**config.mk**
```make
export PLATFORM = sky130hd
export DESIGN_NAME = erase_sched
export DESIGN_NICKNAME = d
export VERILOG_FILES = /design/src/rtl/erase_sched_pkg.sv /design/src/rtl/es_countdown.sv /design/src/rtl/es_lowest.sv /design/src/rtl/erase_sched.sv
export SDC_FILE = /design/constraint.sdc
export NUM_CORES = 1
export LEC_CHECK = 0
export BUFFER_PORTS_ARGS = -buffer_cell sky130_fd_sc_hd__buf_2
export CORE_MARGIN = 1
export CORE_UTILIZATION = 48
export DETAILED_ROUTE_END_ITERATION = 6
export PLACE_DENSITY = 0.76
export SYNTH_ARGS = -nofsm -noshare
export SYNTH_HDL_FRONTEND = slang
export SYNTH_SLANG_ARGS = --single-unit
```
**constraint.sdc**
```tcl
create_clock -name clk -period 2.6 [get_ports clk]
set_clock_uncertainty 0.2 [all_clocks]
set_input_delay 0.13 -clock clk [delete_from_list [all_inputs] [get_ports clk]]
set_output_delay 0.13 -clock clk [all_outputs]
set_load 0.01 [all_outputs]
```
**src/rtl/erase_sched_pkg.sv**
```systemverilog
package erase_sched_pkg;

    localparam int NBLK = 7;
    localparam int BW   = $clog2(NBLK);
    localparam int AW   = 18;
    localparam int SEGW = 5;

    typedef logic [NBLK-1:0] blk_map_t;

    typedef enum logic [2:0] {
        ST_IDLE,
        ST_WINDOW,
        ST_ERASE,
        ST_SUSP_WAIT,
        ST_SUSPENDED,
        ST_PROT_HOLD
    } sched_st_e;

    typedef struct packed {
        logic          found;
        logic [BW-1:0] idx;
    } pick_t;

    // Segment code (8 KB units) to block index, boot block at the top.
    function automatic logic [BW-1:0] seg_to_blk(input logic [SEGW-1:0] seg);
        logic [BW-1:0] b;
        if (seg < 5'd24)       b = BW'(seg >> 3);
        else if (seg < 5'd28)  b = BW'(3);
        else if (seg == 5'd28) b = BW'(4);
        else if (seg == 5'd29) b = BW'(5);
        else                   b = BW'(6);
        return b;
    endfunction

endpackage

```
**src/rtl/es_countdown.sv**
```systemverilog
module es_countdown #(
    parameter int W = 8
) (
    input  logic         clk,
    input  logic         rst,
    input  logic         load,
    input  logic [W-1:0] load_val,
    output logic         zero
);
    logic [W-1:0] cnt_q;

    always_ff @(posedge clk) begin
        if (rst)               cnt_q <= '0;
        else if (load)         cnt_q <= load_val;
        else if (cnt_q != '0)  cnt_q <= cnt_q - 1'b1;
    end

    assign zero = (cnt_q == '0);
endmodule

```
**src/rtl/es_lowest.sv**
```systemverilog
module es_lowest
    import erase_sched_pkg::*;
#(
    parameter int N = NBLK
) (
    input  logic [N-1:0] map,
    output pick_t        pick
);
    always_comb begin
        pick = '0;
        for (int i = N - 1; i >= 0; i--) begin
            if (map[i]) begin
                pick.found = 1'b1;
                pick.idx   = BW'(i);
            end
        end
    end
endmodule

```
**src/rtl/erase_sched.sv**
```systemverilog
module erase_sched
    import erase_sched_pkg::*;
#(
    parameter int WIN_CYC  = 64,
    parameter int SUSP_CYC = 16,
    parameter int HOLD_CYC = 128
) (
    input  logic                clk,
    input  logic                rst,
    input  logic                cmd_block_confirm,
    input  logic                cmd_chip_erase,
    input  logic [AW-1:0]       cmd_addr,
    input  logic                cmd_suspend,
    input  logic                cmd_resume,
    input  logic                cmd_reset,
    input  logic [NBLK-1:0]     protect_mask,
    input  logic                ers_done,
    input  logic                ers_fail,
    output logic                ers_req,
    output logic [BW-1:0]       ers_blk,
    output logic [NBLK-1:0]     erase_map,
    output logic [NBLK-1:0]     stale_map,
    output logic                busy,
    output logic                suspended,
    output logic                timer_active,
    output logic                err,
    output logic [BW-1:0]       err_blk
);
    localparam int MAXC = (WIN_CYC > SUSP_CYC) ?
                          ((WIN_CYC > HOLD_CYC) ? WIN_CYC : HOLD_CYC) :
                          ((SUSP_CYC > HOLD_CYC) ? SUSP_CYC : HOLD_CYC);
    localparam int CW = $clog2(MAXC + 1);
    localparam logic [CW-1:0] WIN_LD  = CW'(WIN_CYC - 1);
    localparam logic [CW-1:0] SUSP_LD = CW'(SUSP_CYC - 1);
    localparam logic [CW-1:0] HOLD_LD = CW'(HOLD_CYC - 1);

    sched_st_e st_q, st_n;
    blk_map_t  pend_q, pend_n, stale_q, stale_n;
    logic      err_q, err_n;
    logic [BW-1:0] eblk_q, eblk_n;

    logic          cnt_load, cnt_zero;
    logic [CW-1:0] cnt_val;
    pick_t         pick;

    es_countdown #(.W(CW)) u_cnt (
        .clk(clk), .rst(rst), .load(cnt_load), .load_val(cnt_val), .zero(cnt_zero)
    );

    es_lowest #(.N(NBLK)) u_pick (.map(pend_q), .pick(pick));

    blk_map_t sel_bit, start_eff, after_done;
    logic     erasing, took_done;

    assign sel_bit   = blk_map_t'(1) << seg_to_blk(cmd_addr[AW-1 -: SEGW]);
    assign start_eff = ((st_q == ST_IDLE) ? '1 : pend_q) & ~protect_mask;
    assign erasing   = (st_q == ST_ERASE) || (st_q == ST_SUSP_WAIT);
    assign ers_req   = erasing && pick.found;
    assign ers_blk   = pick.idx;
    assign took_done = ers_req && ers_done;

    always_comb begin
        after_done = pend_q;
        stale_n    = stale_q;
        err_n      = err_q;
        eblk_n     = eblk_q;
        if (took_done) begin
            after_done[pick.idx] = 1'b0;
            if (ers_fail) begin
                err_n = 1'b1;
                if (!err_q) eblk_n = pick.idx;
            end else begin
                stale_n[pick.idx] = 1'b0;
            end
        end
        st_n     = st_q;
        pend_n   = after_done;
        cnt_load = 1'b0;
        cnt_val  = '0;
        unique case (st_q)
            ST_IDLE: begin
                if (cmd_chip_erase) begin
                    st_n = (start_eff == '0) ? ST_PROT_HOLD : ST_ERASE;
                    pend_n = start_eff;
                    if (start_eff == '0) begin cnt_load = 1'b1; cnt_val = HOLD_LD; end
                end else if (cmd_block_confirm) begin
                    st_n = ST_WINDOW;
                    pend_n = pend_q | sel_bit;
                    cnt_load = 1'b1; cnt_val = WIN_LD;
                end else if (cmd_reset) begin
                    err_n = 1'b0;
                end
            end
            ST_WINDOW: begin
                if (cmd_suspend) begin
                    st_n = ST_SUSPENDED;
                end else if (cmd_block_confirm) begin
                    pend_n = pend_q | sel_bit;
                    cnt_load = 1'b1; cnt_val = WIN_LD;
                end else if (cnt_zero) begin
                    st_n = (start_eff == '0) ? ST_PROT_HOLD : ST_ERASE;
                    pend_n = start_eff;
                    if (start_eff == '0) begin cnt_load = 1'b1; cnt_val = HOLD_LD; end
                end
            end
            ST_ERASE: begin
                if (after_done == '0) begin
                    st_n = ST_IDLE;
                end else if (cmd_suspend) begin
                    st_n = ST_SUSP_WAIT;
                    cnt_load = 1'b1; cnt_val = SUSP_LD;
                end
            end
            ST_SUSP_WAIT: begin
                if (after_done == '0)  st_n = ST_IDLE;
                else if (cnt_zero)     st_n = ST_SUSPENDED;
            end
            ST_SUSPENDED: begin
                if (cmd_reset) begin
                    st_n    = ST_IDLE;
                    stale_n = stale_q | pend_q;
                    pend_n  = '0;
                    err_n   = 1'b0;
                end else if (cmd_resume) begin
                    st_n = (start_eff == '0) ? ST_PROT_HOLD : ST_ERASE;
                    pend_n = start_eff;
                    if (start_eff == '0) begin cnt_load = 1'b1; cnt_val = HOLD_LD; end
                end
            end
            ST_PROT_HOLD: begin
                if (cnt_zero) st_n = ST_IDLE;
            end
            default: st_n = ST_IDLE;
        endcase
    end

    always_ff @(posedge clk) begin
        if (rst) begin
            st_q    <= ST_IDLE;
            pend_q  <= '0;
            stale_q <= '0;
            err_q   <= 1'b0;
            eblk_q  <= '0;
        end else begin
            st_q    <= st_n;
            pend_q  <= pend_n;
            stale_q <= stale_n;
            err_q   <= err_n;
            eblk_q  <= eblk_n;
        end
    end

    assign erase_map    = pend_q;
    assign stale_map    = stale_q;
    assign busy         = (st_q != ST_IDLE) && (st_q != ST_SUSPENDED);
    assign suspended    = (st_q == ST_SUSPENDED);
    assign timer_active = (st_q == ST_WINDOW);
    assign err          = err_q;
    assign err_blk      = eblk_q;
endmodule

```
Word level (Yosys, flattened, before mapping)
Cells that the tools add are included.
- add/sub/neg operators: 1
- order comparisons: 4
- equality and inequality tests: 15
- shifts and indexed selects: 1
- mux-type cells: 71
- bitwise operators: 8
- reductions and logical operators: 14
- operators by type and width (kind ; number):
    two-way mux 7 bit ; 20
    two-way mux 3 bit ; 15
    two-way mux 4 bit ; 9
    one-hot mux 7 bit (4 select lines) ; 1
    AND 7 bit ; 3
    one-hot mux 7 bit (3 select lines) ; 1
    one-hot mux 3 bit (6 select lines) ; 1
    two-way mux 1 bit ; 16
    two-way mux 8 bit ; 2
    logical NOT 7 bit ; 2
    inverter 7 bit ; 2
    OR 7 bit ; 2
    inequality test 3 bit, second input constant ; 4
    equality test 5 bit, second input constant ; 2
    less-than comparator 5 bit, second input constant ; 2
    inequality test 3 x 2 -> 1 bit, second input constant ; 3
    logical NOT 8 bit ; 1
    nonzero test 8 bit ; 1
    subtractor 8 x 1 -> 8 bit, second input constant ; 1
    AND reduction 7 bit ; 1
    << shifter 1 x 3 -> 7 bit, first input constant ; 1
    equality test 3 x 2 -> 1 bit, second input constant ; 2
    equality test 3 bit, second input constant ; 2
    two-way mux 6 bit ; 1
    other kinds (15) ; 19
- register bits after elaboration: 29
- input port bits: 34
- output and inout port bits: 25
- logic and storage cells: 120

Depth between registers and ports, before layout
- depth in word-level cells: 18
- mapped depth: 10
- depth with buffers taken out: 8

Modules after synthesis
From an unflattened synthesis, not the netlist that was laid out.
- cells, all modules: 280
- area, all modules: 2145.8 um2
- by module, submodules not included (module ; times used ; cells an instance ; area each (um2) ; sequential area each (um2)):
    erase_sched ; 1 ; 216 ; 1597.8 ; 420.4
    es_countdown ; 1 ; 53 ; 475.5 ; 160.2
    es_lowest ; 1 ; 11 ; 72.6 ; 0.0

Worst setup path after synthesis
Ideal clock, no wire load.
- path kind: reg-to-reg
- start: register u_cnt.cnt_q[2]
- end: register pend_q[0], in the netlist erase_map[0]
- setup time: 125 ps
- data arrival time: 2078 ps
- data required time: 2275 ps
- setup slack: 197 ps
- stages on the path, launching flop included: 8
- buffers on the path: 1
- period minus slack after synthesis: 2403 ps
- cell sequence: dfxtp_1 > or4_4 > or3_1 > buf_6 > o21ai_0 > a22o_1 > a211oi_1 > o41a_1
- word-level cells in the longest chain between the ends: 5
- RTL lines (what ; RTL line ; text):
    from (decl) ; es_countdown.sv:10 ; logic [W-1:0] cnt_q;
    from (signal assigned) ; es_countdown.sv:14 ; else if (load) cnt_q <= load_val;
    from (signal assigned) ; es_countdown.sv:15 ; else if (cnt_q != '0) cnt_q <= cnt_q - 1'b1;
    logical NOT 8 bit ; es_countdown.sv:18 ; assign zero = (cnt_q == '0);
    two-way mux 7 bit ; erase_sched.sv:100 ; end else if (cnt_zero) begin
    two-way mux 7 bit ; erase_sched.sv:97 ; end else if (cmd_block_confirm) begin
    two-way mux 7 bit ; erase_sched.sv:95 ; if (cmd_suspend) begin
    one-hot mux 7 bit (3 select lines) ; erase_sched.sv:80 ; unique case (st_q)
    to (signal assigned) ; erase_sched.sv:146 ; pend_q <= pend_n;
    to (decl) ; erase_sched.sv:38 ; blk_map_t pend_q, pend_n, stale_q, stale_n;
No other way between the ends.
A chain may end at the register's enable or synchronous reset.

Worst setup path after layout
- start: register pend_q[0], in the netlist erase_map[0]
- end: register u_cnt.cnt_q[7]
- word-level cells in the longest chain between the ends: 12
- elaborated cells between the ends (all ways): 26
- those cells by class: order compare: 2; mux: 15; bitwise: 3; reduce/logical: 6
- RTL lines (what ; RTL line ; text):
    two-way mux 4 bit ; es_lowest.sv:12 ; if (map[i]) begin
    less-than comparator 3 x 4 -> 1 bit (implied by the code) / greater-or-equal comparator 3 x 1 -> 1 bit (equally long branches) ; erase_sched.sv:68 ; after_done[pick.idx] = 1'b0;
    logical AND 1 bit (implied by the code) ; erase_sched.sv:68 ;
    two-way mux 1 bit (implied by the code) ; erase_sched.sv:68 ;
    demux 1 bit (select 3 bit) ; erase_sched.sv:68 ;
    inverter 7 bit (no line) ; - ;
    AND 7 bit (no line) ; - ;
    two-way mux 7 bit ; erase_sched.sv:67 ; if (took_done) begin
    logical NOT 7 bit ; erase_sched.sv:107 ; if (after_done == '0) begin
    two-way mux 1 bit ; erase_sched.sv:107 ;
    one-hot mux 1 bit (4 select lines) * ; erase_sched.sv:80 ;
    two-way mux 8 bit / nonzero test 2 bit (equally long branches) ; - ;
Mark *: on every way between the ends. The rest lies on a longest branch, timed or not.

==> results_dict.tcl <==
set metrics [dict create \
    ys_ff_latch 29 \
    cts_tree "built" \
    placed_cells 423 \
    yosysMostFrequentCell "a21oi_1" \
    drt_wl_total_microns 7560 \
    worstPathCellList "or4_4, a2111oi_0, a31oi_1, o211ai_1, and2b_1, nor3b_1" \
    grt_usage_pct 31.1 \
    syn2layout_area_growth_pct 26.3 \
    ant_nets 0 \
    r2r-end "u_cnt.cnt_q[7]$_SDFFE_PP0P_" \
    worstSetupStartpointType "flop" \
    synthArstFlopShare_pct 0 \
    ys_types 64 \
    die_x_microns 71.5 \
    layout-drive-gt1-share_pct 27.0 \
    synth_commonest_cells "a21oi_1, nor2_1, dfxtp_1" \
    fmax_ghz 0.399 \
    yosys_warnings 0 \
    syn_area_per_cell_sq_um 7.29 \
    yosysTopAreaCellShare_pct 25.1 \
    rrSetupSlack_ps 90 \
    run_status "complete, no violations" \
    antennaDiodeCount 0 \
    worstMarginPinSlew_ps 688 \
    slowest_stage "or4_4" \
    vias 2809 \
    clock-sinks 29 \
    crit_fanout 6 \
    finalPower_mw 3.77 \
    synth_area_sq_um 2320 \
    synth_nets 354 \
    p_int_mw 1.99 \
    htree_levels 2 \
    p_leak_nw 1.23 \
    hold_path_depth 3 \
    core_area_sq_um 4500 \
    viasPerCell 6.47 \
    min_period_ps 2510 \
    synth_edf_count 0 \
    grt.overflow.total 0 \
    gp_congestion 1.01 \
    drt_iter0_drc 198 \
    cts_buffers 5 \
    final_nets 417 \
    r2r-start "erase_map[0]$_SDFF_PP0_" \
    min_from "ers_fail" \
    cp_slowest_stage_delay_ps 540 \
    pwr-share-clk_pct 13.1 \
    setup_viol 0 \
    switching_share_pct 47.1 \
    vdd_drop_max_v 0.000739 \
    design_area_sq_um 2930 \
    worst_hold_path_type "primary input to flop" \
    synth_ff_type "dfxtp_1" \
    die_area_sq_um 5110 \
    hold_viol_final 0 \
    syn_inst 318 \
    drv_slew 0 \
    critPathTopFamily "simple AND/OR/NAND/NOR gates" \
    initial_core_util_pct 51.4 \
    seqPwrFrac_pct 18.9 \
    cp.required_ps 2600 \
    finalHoldWorstSlack_ps 7.53 \
    worst_skew_pair.late_latency_ps 290 \
    firstDrtPassIters 6 \
    grt_max_degree 34 \
    holdPathEnd "err$_SDFF_PP0_" \
    crit_type "flop to flop" \
    p_per_area_nw_per_um2 1290 \
    rows 24 \
    synth_top_area_cell "dfxtp_1" \
    drv_cap 0 \
    worstPathArrival_ps 2510 \
    power.switching_mw 1.78 \
    clk_pin_slew_ps 70 \
    boundaryPins 59 \
    slew_headroom_pct 54.1 \
    grt_pass1_vias 2551 \
    fp.dieH_microns 71.5 \
    port_buffers 45 \
    final_cells 434 \
    end_kind "flop" \
    ys_seq_area_share_pct 25.1 \
    drc_errors 0 \
    synthTopCellsByArea "dfxtp_1, a21oi_1, nor2_1, a211oi_1, o21ai_0" \
    antenna_found_initial 0 \
    path_buf_inv 0 \
    routedWlPerCell_microns 17.4 \
    post-route-period-util_pct 96.4 \
    hpwlAfterDp_microns 5500 \
    place_area_sq_um 2760 \
    pwr-share-comb_pct 67.9 \
    cts_root_buffer "clkbuf_8" \
    grt_pass1_wl_microns 12400 \
    rr_worst_depth 6 \
    clk_path_buf_depth 2 \
]
-- worst reg2reg max path, cell delays in order, from the launching register on --
cell and delay (ps):
dfxtp_1 330, or4_4 540, a2111oi_0 410, a31oi_1 110
o211ai_1 330, and2b_1 300, nor3b_1 190
-- flip-flops by register name (all words and copies together), names as in the netlist --
name	cells
err	1
stale_map	7
st_q	3
erase_map	7
err_blk	3
u_cnt.cnt_q	8
-- final cells by class --
class	count	area, sq um
Timing Repair Buffer	81	513
Clock buffer	7	86.3
Tap cell	52	65.1
Inverter	17	63.8
Sequential cell	29	581
Fill cell	406	1580
Clock inverter	1	30.0
Multi-Input combinational cell	247	1590
-- how the worst max path moves through the flow --
stage	from	endpoint	slack, ps	cells after the start
2_1_floorplan	u_cnt.cnt_q[2]$_SDFFE_PP0P_	erase_map[0]$_SDFF_PP0_	200	7
3_3_place_gp	u_cnt.cnt_q[2]$_SDFFE_PP0P_	st_q[1]$_SDFFE_PP0P_	60	6
3_5_place_dp	u_cnt.cnt_q[2]$_SDFFE_PP0P_	st_q[1]$_SDFFE_PP0P_	40	6
4_1_cts	st_q[2]$_SDFFE_PP0P_	u_cnt.cnt_q[7]$_SDFFE_PP0P_	120	7
5_1_grt	erase_map[0]$_SDFF_PP0_	u_cnt.cnt_q[7]$_SDFFE_PP0P_	-40	6
6_report	erase_map[0]$_SDFF_PP0_	u_cnt.cnt_q[7]$_SDFFE_PP0P_	90	6
-- placed cells by master, fill, tap and decap left out, types with 4 or more instances in the layout --
cell type	count
nor3_1	10
dfxtp_1	29
buf_2	45
a211oi_1	14
nor2_1	30
nor2b_1	4
nand3_1	4
nand2b_1	8
nor4_1	8
a21oi_1	38
a31oi_1	9
o21ai_0	17
inv_1	17
a221oi_1	4
clkbuf_8	6
nand2_1	18
mux2i_1	7
a21o_1	5
buf_4	33
-- power by group through the flow --
| stage | clock network (mW) | logic (mW) | registers, mW |
|---|---|---|---|
| global placement | 0 | 2.41 | 0.707 |
| CTS | 0.494 | 2.47 | 0.705 |
| finish | 0.494 | 2.56 | 0.714 |
| global route | 0.512 | 2.80 | 0.729 |
| detailed placement | 0 | 2.44 | 0.713 |
| floorplan | 0 | 1.59 | 0.707 |
-- per-stage QoR --
stage / setup TNS, ps / util (%) / worst slack [ps]
after floorplan: 0 / - / 197
after global placement: 0 / 61.3 / 62.5
after detailed placement: 0 / 61.3 / 39.6
after CTS: 0 / 64.4 / 121
after global routing: -36.3 / 65.0 / -36.3
final: 0 / 65.0 / 92.4
-- kinds of logic (layout without fill, tap and decap cells) --
group	count (synthesis)	count (layout)	share of synthesized area [%]
DFF	29	29	25.1
adders and majority gates	2	2	1.08
buffers and inverters	42	106	7.40
xor gates and xnor gates	5	5	1.89
AOI/OAI and AO/OA	124	124	35.7
muxes	8	8	3.51
and+or+nand+nor	108	108	25.4
-- layer usage --
| metal | up-vias | track usage, % | wire length (microns) |
|---|---|---|---|
| li1 | 1321 | - | - |
| met1 | 1300 | 38.6 | 3080 |
| met2 | 162 | 52.4 | 3550 |
| met3 | 26 | 7.45 | 699 |
| met4 | 0 | 11.8 | 235 |
| met5 | - | 0 | 0 |
-- repair_timing --
| action | 4_1_cts | 5_1_grt |
|---|---|---|
| pin swaps | 0 | 3 |
| hold buffers | 2 | 0 |
| endpoints found under the setup margin | 1 | 3 |
| buffers inserted | 0 | 1 |
| gates resized for setup | 1 | 3 |
| endpoints found under the hold margin | 2 | 0 |
Note: power is estimated with default switching activity, not from simulation.
